$ cat config.mk
export PLATFORM = sky130hd
export DESIGN_NAME = dma_hold_arbiter
export DESIGN_NICKNAME = d
export VERILOG_FILES = /design/src/rtl/dha_pkg.sv /design/src/rtl/dha_cycle_tracker.sv /design/src/rtl/dha_grant_window.sv /design/src/rtl/dha_handover_fsm.sv /design/src/rtl/dma_hold_arbiter.sv
export SDC_FILE = /design/constraint.sdc
export NUM_CORES = 1
export LEC_CHECK = 0
export BUFFER_PORTS_ARGS = -buffer_cell sky130_fd_sc_hd__buf_4
export CAP_MARGIN = 20
export CORE_AREA = 3 3 40 42
export CTS_CLUSTER_SIZE = 16
export DETAILED_ROUTE_END_ITERATION = 8
export DIE_AREA = 0 0 43 45
export PLACE_DENSITY = 0.68
export SETUP_SLACK_MARGIN = 0.02
export SYNTH_ARGS = -nofsm -noshare
export SYNTH_HDL_FRONTEND = slang
export SYNTH_SLANG_ARGS = --single-unit
$ cat constraint.sdc
create_clock -name clk -period 3.22 [get_ports clk]
set_input_delay 0.161 -clock clk [delete_from_list [all_inputs] [get_ports clk]]
set_output_delay 0.161 -clock clk [all_outputs]
set_load 0.05 [all_outputs]
$ cat src/rtl/dha_pkg.sv
package dha_pkg;
  typedef enum logic [2:0] {
    PH_IDLE = 3'd0,
    PH_T1   = 3'd1,
    PH_T2   = 3'd2,
    PH_T3   = 3'd3,
    PH_TW   = 3'd4,
    PH_T4   = 3'd5
  } phase_t;

  typedef enum logic [2:0] {
    OWN_CPU     = 3'd0,
    OWN_GAP_DMA = 3'd1,
    OWN_DMA     = 3'd2,
    OWN_GAP_CPU = 3'd3,
    OWN_REARM   = 3'd4
  } owner_t;
endpackage

$ cat src/rtl/dha_cycle_tracker.sv
module dha_cycle_tracker
  import dha_pkg::*;
(
  input  logic   clk,
  input  logic   rst,
  input  logic   ale,
  input  logic   rdy_in,
  input  logic   ready_block,
  input  logic   wait_rst,
  output phase_t phase
);
  logic ready_go;
  assign ready_go = rdy_in & ~ready_block;

  always_ff @(posedge clk) begin
    if (rst) begin
      phase <= PH_IDLE;
    end else if (ale) begin
      phase <= PH_T1;
    end else if (wait_rst && phase == PH_TW) begin
      phase <= PH_T1;          // stalled cycle restarts as if fresh
    end else begin
      unique case (phase)
        PH_T1:        phase <= PH_T2;
        PH_T2:        phase <= PH_T3;
        PH_T3, PH_TW: phase <= ready_go ? PH_T4 : PH_TW;
        PH_T4:        phase <= PH_IDLE;
        default:      phase <= PH_IDLE;
      endcase
    end
  end

  p_ale_starts_t1_r4: assert property (@(posedge clk) disable iff (rst)
    ale |=> phase == PH_T1);
  p_stall_holds_r4: assert property (@(posedge clk) disable iff (rst)
    (phase == PH_TW && ready_block && !ale && !wait_rst) |=> phase == PH_TW);
  p_restart_t1_r8: assert property (@(posedge clk) disable iff (rst)
    (wait_rst && phase == PH_TW && !ale) |=> phase == PH_T1);
endmodule

$ cat src/rtl/dha_grant_window.sv
module dha_grant_window
  import dha_pkg::*;
#(
  parameter int STAT_W = 3
) (
  input  logic [STAT_W-1:0] cpu_stat,
  input  logic              cpu_lock_n,
  input  phase_t            phase,
  output logic              grant_ok
);
  logic passive;
  logic at_edge;

  assign passive  = (&cpu_stat) & cpu_lock_n;
  assign at_edge  = (phase == PH_IDLE) || (phase == PH_T4);
  assign grant_ok = passive & at_edge;
endmodule

$ cat src/rtl/dha_handover_fsm.sv
module dha_handover_fsm
  import dha_pkg::*;
(
  input  logic clk,
  input  logic rst,
  input  logic hold_req,
  input  logic grant_ok,
  output logic hold_ack,
  output logic cpu_bus_en,
  output logic dma_bus_en,
  output logic ready_disable,
  output logic wait_reset
);
  owner_t st;

  always_ff @(posedge clk) begin
    if (rst) begin
      st            <= OWN_CPU;
      hold_ack      <= 1'b0;
      cpu_bus_en    <= 1'b1;
      dma_bus_en    <= 1'b0;
      ready_disable <= 1'b0;
      wait_reset    <= 1'b0;
    end else begin
      wait_reset <= 1'b0;
      unique case (st)
        OWN_CPU: if (hold_req && grant_ok) begin
          cpu_bus_en    <= 1'b0;
          ready_disable <= 1'b1;
          st            <= OWN_GAP_DMA;
        end
        OWN_GAP_DMA: begin
          dma_bus_en <= 1'b1;
          hold_ack   <= 1'b1;
          st         <= OWN_DMA;
        end
        OWN_DMA: if (!hold_req) begin
          hold_ack   <= 1'b0;
          dma_bus_en <= 1'b0;
          st         <= OWN_GAP_CPU;
        end
        OWN_GAP_CPU: begin
          cpu_bus_en <= 1'b1;
          st         <= OWN_REARM;
        end
        OWN_REARM: begin
          ready_disable <= 1'b0;
          wait_reset    <= 1'b1;
          st            <= OWN_CPU;
        end
        default: st <= OWN_CPU;
      endcase
    end
  end

  p_grant_window_r4: assert property (@(posedge clk) disable iff (rst)
    $rose(ready_disable) |-> $past(grant_ok && hold_req));
  p_ack_sticky_r5: assert property (@(posedge clk) disable iff (rst)
    (hold_ack && hold_req) |=> hold_ack);
  p_ack_drop_r6: assert property (@(posedge clk) disable iff (rst)
    (hold_ack && !hold_req) |=> !hold_ack);
  p_wait_pulse_r6: assert property (@(posedge clk) disable iff (rst)
    wait_reset |=> !wait_reset);
  p_rearm_order_r6: assert property (@(posedge clk) disable iff (rst)
    wait_reset |-> (cpu_bus_en && !ready_disable));
  p_no_overlap_r7: assert property (@(posedge clk) disable iff (rst)
    !(cpu_bus_en && dma_bus_en));
  p_gap_to_dma_r7: assert property (@(posedge clk) disable iff (rst)
    $rose(dma_bus_en) |-> $past(!cpu_bus_en));
  p_gap_to_cpu_r7: assert property (@(posedge clk) disable iff (rst)
    $rose(cpu_bus_en) |-> $past(!dma_bus_en));
  p_dma_stalls_cpu_r9: assert property (@(posedge clk) disable iff (rst)
    dma_bus_en |-> ready_disable);
endmodule

$ cat src/rtl/dma_hold_arbiter.sv
module dma_hold_arbiter
  import dha_pkg::*;
#(
  parameter int STAT_W = 3
) (
  input  logic              clk,
  input  logic              rst,
  input  logic              hold_req,
  input  logic [STAT_W-1:0] cpu_stat,
  input  logic              cpu_lock_n,
  input  logic              ale,
  input  logic              rdy_in,
  output logic              hold_ack,
  output logic              cpu_bus_en,
  output logic              dma_bus_en,
  output logic              ready_disable,
  output logic              wait_reset
);
  phase_t phase;
  logic   grant_ok;

  dha_cycle_tracker u_track (
    .clk         (clk),
    .rst         (rst),
    .ale         (ale),
    .rdy_in      (rdy_in),
    .ready_block (ready_disable),
    .wait_rst    (wait_reset),
    .phase       (phase)
  );

  dha_grant_window #(.STAT_W(STAT_W)) u_window (
    .cpu_stat   (cpu_stat),
    .cpu_lock_n (cpu_lock_n),
    .phase      (phase),
    .grant_ok   (grant_ok)
  );

  dha_handover_fsm u_fsm (
    .clk           (clk),
    .rst           (rst),
    .hold_req      (hold_req),
    .grant_ok      (grant_ok),
    .hold_ack      (hold_ack),
    .cpu_bus_en    (cpu_bus_en),
    .dma_bus_en    (dma_bus_en),
    .ready_disable (ready_disable),
    .wait_reset    (wait_reset)
  );
endmodule

==> results of run 1 <==
[registers in the layout, indices dropped and copies added, names as in the netlist]
register,flops
u_fsm.cpu_bus_en,1
u_fsm.ready_disable,1
u_fsm.st,3
u_fsm.wait_reset,1
u_fsm.dma_bus_en,1
u_track.phase,3
[routing by layer]
layer	part of all wire (%)	wire length (microns)	vias up	GRT usage (%)
met1	51	450	169	11.9
met4	0	0	0	9.04
met3	5.9	52	0	2.39
met2	43	380	12	14.4
met5	0	0	-	0
li1	-	-	202	-
[worst paths after layout]
check | from | to | slack, ns | cells after the start
worst max-delay path | u_track.phase[1] | u_fsm.st[0] | 1.74 | 3
worst max register to register | u_track.phase[1] | u_fsm.st[0] | 1.74 | 3
worst min-delay path | ale | u_track.phase[1] | 0.07 | 2
worst min register to register | u_track.phase[2] | u_track.phase[1] | 0.49 | 1
[through the flow]
stage                     std cells  utilization (%)
after global routing             78             45.3
final                            78             45.3
after global placement           75             43.5
after floorplan                  49                -
after detailed placement         75             43.5
after CTS                        78             45.3
[critical path, stage by stage, from the launching register on]
cell and delay [ns]:
dfxtp_1 0.33, nand4b_4 0.18, or4_1 0.53, a2111oi_2 0.35
[cell families (layout without fill, tap and decap cells)]
logic type             after synthesis  in the layout
AND/OR/NAND/NOR                     19             19
AO/OA/AOI/OAI                       10             10
flip-flops                          10             10
buffers and inverters                7             21
XOR/XNOR                             3              3
[Yosys cell counts (all sizes together)]
library cell and count:
nor2b 2, nand2 3, nor3 3, a31oi 1
nor3b 1, nor4 1, nand4b 1, dfxtp 10
a2111oi 1, nand2b 1, a22oi 1, o21ai 3
or3 1, a211oi 1, inv 5, o211ai 1
o41ai 1, nor4b 1, xor2 1, nor2 4
buf 1, or4 1, o211a 1, clkbuf 1
xnor2 2
[cell type report]
type / count / area (sq um)
fillers: 137 / 703
multi-input cells: 32 / 224
clock buffers: 3 / 22.5
well taps: 15 / 18.8
inverters: 5 / 18.8
flip-flops and latches: 10 / 200
repair buffers: 13 / 97.6
[report_power, final]
part	leakage [nW]	internal [mW]	switching, mW	total, mW
Combinational	0.159	0.0131	0.0120	0.0251
Clock	0.0138	0.0431	0.0406	0.0837
Sequential	0.0811	0.126	0.00306	0.129
==> run metrics, run 1 <==
crit path launch type=register; CTS Hold Bufs=0; gr usage total=9.84%; Netlist cell types=25; Max IR drop VDD=0.210 mV; sequential area share after synthesis=44.1%; Max-slew headroom=80.2%; Sum Neg Setup Slack=0 ns; P&R area growth vs syn=28.1%; post-synthesis cell count=49; routed vias=383; chip height=45 microns; #FFs+latches synth=10; Data arrival, critical path=1.65 ns; IO Count=14; setup violators final=0; RSZ-0062 raised after global routing=false; Synth Area in XOR/XNOR=5.79%; routed len/inst=11.3 microns; Routed Antenna Nets=0; Peak Freq=676 MHz; Post-CTS Setup Inserts=0; first-pass GRT wire length=1.38 mm; status=finished, final reports clean; Avg Inst Size Synth=9.27 sq um; total CTS buffers=3; mux contribution to synthesized area=0%; P_leak=0.254 nW; final worst slack=1.74 ns; Max Cap Viol=0; main combinational cell family by area after synthesis=simple AND/OR/NAND/NOR gates; Overall Power=0.238 mW; final clock skew=0.00485 ns; crit path time final=1.48 ns; largest net degree at the start of global routing=10; synth top area cells=dfxtp_1 44%, nand4b_4 5.2%, inv_1 4.1%; Slew @ Worst Pin=0.293 ns; CTS tree=built; post-CTS sizing=0; antenna cells=0; commonest non-fill, non-tap cell in the layout=buf_4; DR DRC count=0; nets=74; vias in the first global route=334; syn_nets=58; worst hold slack=0.0747 ns; clk buf depth=2; WP data required=3.39 ns; row count=13; die area=1940 sq um; DP Wirelength=657 microns; synth warn=0; cell taking the most area after synthesis=dfxtp_1; Power per Cell Area=409 nW/um^2; Place WS=1.74 ns; wirelength, routed=884 microns; most frequent cells in the layout=13 x buf_4, 10 x dfxtp_1, 5 x inv_1, 4 x nor2_1; proportion of layout cells with a drive suffix above 1=28.6%; total iterations of the first detailed-routing run=3; Reg clk slew, reported paths=0.06 ns; H-Tree Depth=1; vias per cell=4.91; Root Buffer=clkbuf_4; CP Max Fanout=4; die width=43 microns; Tightest Hold Check Type=input pin to register; adder-cell share of the synthesized area=0%; CP endpoint kind=register; post-synthesis compound-gate area fraction=17.1%; Placer Congestion=0.710; placed inst area=559 sq um; post-route design area=582 sq um; final hold vios=0; kind of critical path=register to register; Post-Synth Simple-Gate Area=26.4%; Sinks on Clock Net=10; initial core utilization=35.3%; Detailed Route Iter0 Violations=5; period utilization=46.0%; total grt overflow=0; synthesized area=454 sq um; Slew Viols, Final=0; initial antenna violation count=0; IO Port Bufs=13; top cell type's share of synthesized area=44.1%; Worst-Skew Late Latency=0.26 ns; Core ar.=1280 sq um
(Power assumes the default switching activity.)
==> inputs of run 2 (changes only) <==
--- a/config.mk
+++ b/config.mk
@@ -11,7 +11,7 @@
 export CTS_CLUSTER_SIZE = 16
 export DETAILED_ROUTE_END_ITERATION = 8
 export DIE_AREA = 0 0 43 45
-export PLACE_DENSITY = 0.68
+export PLACE_DENSITY = 0.7
 export SETUP_SLACK_MARGIN = 0.02
 export SYNTH_ARGS = -nofsm -noshare
 export SYNTH_HDL_FRONTEND = slang
==> constraint.sdc (replaced) <==
create_clock -name clk -period 1.3 [get_ports clk]
set_input_delay 0.065 -clock clk [delete_from_list [all_inputs] [get_ports clk]]
set_output_delay 0.065 -clock clk [all_outputs]
set_load 0.05 [all_outputs]
==> run metrics, run 2 (synthesis gave the netlist of run 1 again) <==
clk buf depth=2 (unchanged); P&R area growth vs syn=52.1%; Root Buffer=clkbuf_4; die area=1940 sq um (unchanged); routed vias=424 (+11%); crit path time final=1.37 ns (-0.106 ns); vias per cell=4.82 (-1.9%); R2R Path End=u_fsm.st[0]; Worst-Skew Late Latency=0.27 ns (about the same); wirelength, routed=972 microns (+10%); Largest regs=u_fsm.st (3), u_track.phase (3); Data arrival, critical path=1.55 ns (-0.10 ns); proportion of layout cells with a drive suffix above 1=41.1% (+13 points); Sum Neg Setup Slack=-0.0746 ns (-0.0746 ns); commonest non-fill, non-tap cell in the layout=buf_4; Max Cap Viol=0 (unchanged); chip height=45 microns (unchanged); CP Max Fanout=2 (-2); RSZ-0062 raised after global routing=true; most frequent cells in the layout=21 x buf_4, 9 x dfxtp_1, 5 x inv_1, 4 x nor2_1; Worst Reg-to-Reg Cells=3 (unchanged); Max-slew headroom=80.5% (+0.27 points); largest net degree at the start of global routing=10 (unchanged); critical path's slowest cell=or4_4; hold depth=2 (unchanged); Max IR drop VDD=0.575 mV (+170%); met1 wire length=454 microns (+0.89%); Peak Freq=728 MHz (+7.7%); gr usage total=11.5% (+1.7 points); Reg clk slew, reported paths=0.07 ns (about the same); Clk pwr share=41.1% (+5.9 points); setup violators final=1 (+1); Buffers & Inverters on Critical Path=0 (unchanged); post-route design area=691 sq um (+19%); Psw=0.151 mW (+170%); WP data required=1.47 ns (-1.92 ns); worst hold slack=0.0376 ns (-0.0371 ns); Cell Int Power=0.528 mW (+190%); H-Tree Depth=1 (unchanged); DR DRC count=0 (unchanged); placed inst area=624 sq um (+12%); CTS tree=built; Detailed Route Iter0 Violations=6 (+1); length of routed met2 wiring=424 microns (+12%); Placer Congestion=0.677 (-4.7%); die width=43 microns (unchanged); final clock skew=0.00903 ns (+0.00418 ns); IO Count=14 (unchanged); total iterations of the first detailed-routing run=2 (-1); Reg2Reg Setup Slack=-0.07 ns (-1.81 ns); Power per Cell Area=983 nW/um^2 (+140%); final hold vios=0 (unchanged); nets=83 (+12%); initial antenna violation count=0 (unchanged); total CTS buffers=3 (unchanged); Core ar.=1280 sq um (unchanged); failing checks=setup timing; kind of critical path=register to register; Sinks on Clock Net=10 (unchanged); status=finished with violations; Routed Antenna Nets=0 (unchanged); combinational power share=12.3% (+1.8 points); Met3 Wirelength=94 microns (+81%); Place WS=-0.0867 ns (-1.82 ns); vias in the first global route=418 (+25%); row count=13 (unchanged); Overall Power=0.679 mW (+190%); Slowest Stage Delay on Critical Path=0.50 ns (-0.03 ns); IO Port Bufs=13 (unchanged); period utilization=106% (+60 points); total grt overflow=0 (unchanged); P_leak=0.314 nW (+24%); top layer in use=met3; routed len/inst=11.0 microns (-2.5%); Slew @ Worst Pin=0.289 ns (-0.00426 ns); initial core utilization=35.3% (unchanged); CP cell instances=nand4b_4, or4_4, a2111oi_4; first-pass GRT wire length=1.63 mm (+18%); switching part of the total=22.3% (-1.1 points); CP endpoint kind=register; Reg-to-Reg Start=u_track.phase[1]; part of the power in registers=46.7% (-7.6 points); crit path launch type=register; Hold EP=u_fsm.st[0]; final worst slack=-0.0746 ns (-1.81 ns); hold path start=rst; Slew Viols, Final=0 (unchanged); Post-CTS Setup Inserts=0 (unchanged); Tightest Hold Check Type=input pin to register; DP Wirelength=749 microns (+14%); delay-heaviest family, CP=simple AND/OR/NAND/NOR gates; antenna cells=0 (unchanged)
run 2: worst reg2reg max path, stage by stage, from the launching register on:
cell       delay, ns
dfxtp_2         0.32
nand4b_4        0.16
or4_4           0.50
a2111oi_4       0.30
run 2: final cells by class:
class,count,area [sq um]
fill,110,594
multi-input combinational,32,248
sequential,10,201
timing repair buffer,22,168
clock buffer,4,36.3
inverter,5,18.8
tap,15,18.8
run 2: stage by stage:
| stage | std cells | util (%) |
|---|---|---|
| 2_1_floorplan | 49 | - |
| 3_3_place_gp | 83 | 48.6 |
| 5_1_grt | 88 | 53.7 |
| 6_report | 88 | 53.7 |
| 3_5_place_dp | 83 | 48.6 |
| 4_1_cts | 88 | 53.2 |
run 2: power by group through the flow:
stage	clock network (mW)	logic (mW)	registers (mW)
finish	0.279	0.0832	0.317
global route	0.300	0.0895	0.317
CTS	0.283	0.0823	0.317
detailed placement	0	0.0784	0.324
global placement	0	0.0773	0.323
floorplan	0	0.0299	0.331
run 2: how the worst max path moves through the flow:
stage	cells past startpoint	slack, ns	from	end
finish	3	-0.07	u_track.phase[1]	u_fsm.st[0]
floorplan	3	-0.03	u_track.phase[1]	u_fsm.st[0]
detailed placement	3	-0.09	u_track.phase[1]	u_fsm.st[0]
CTS	3	-0.08	u_track.phase[1]	u_fsm.st[0]
global route	3	-0.13	u_track.phase[1]	u_fsm.st[0]
global placement	3	-0.02	u_track.phase[1]	u_fsm.st[0]
run 2: per-layer routing:
layer	up-vias	GRT usage (%)
met5	-	0
met4	0	5.42
met3	0	6.77
met2	13	17.1
met1	188	13.4
li1	223	-
run 2: repair_timing:
action	in CTS	in global routing
hold endpoints to repair	2	0
gates cloned	0	0
resized for setup	1	1
hold buffers	1	0
endpoints found under the setup margin	1	2
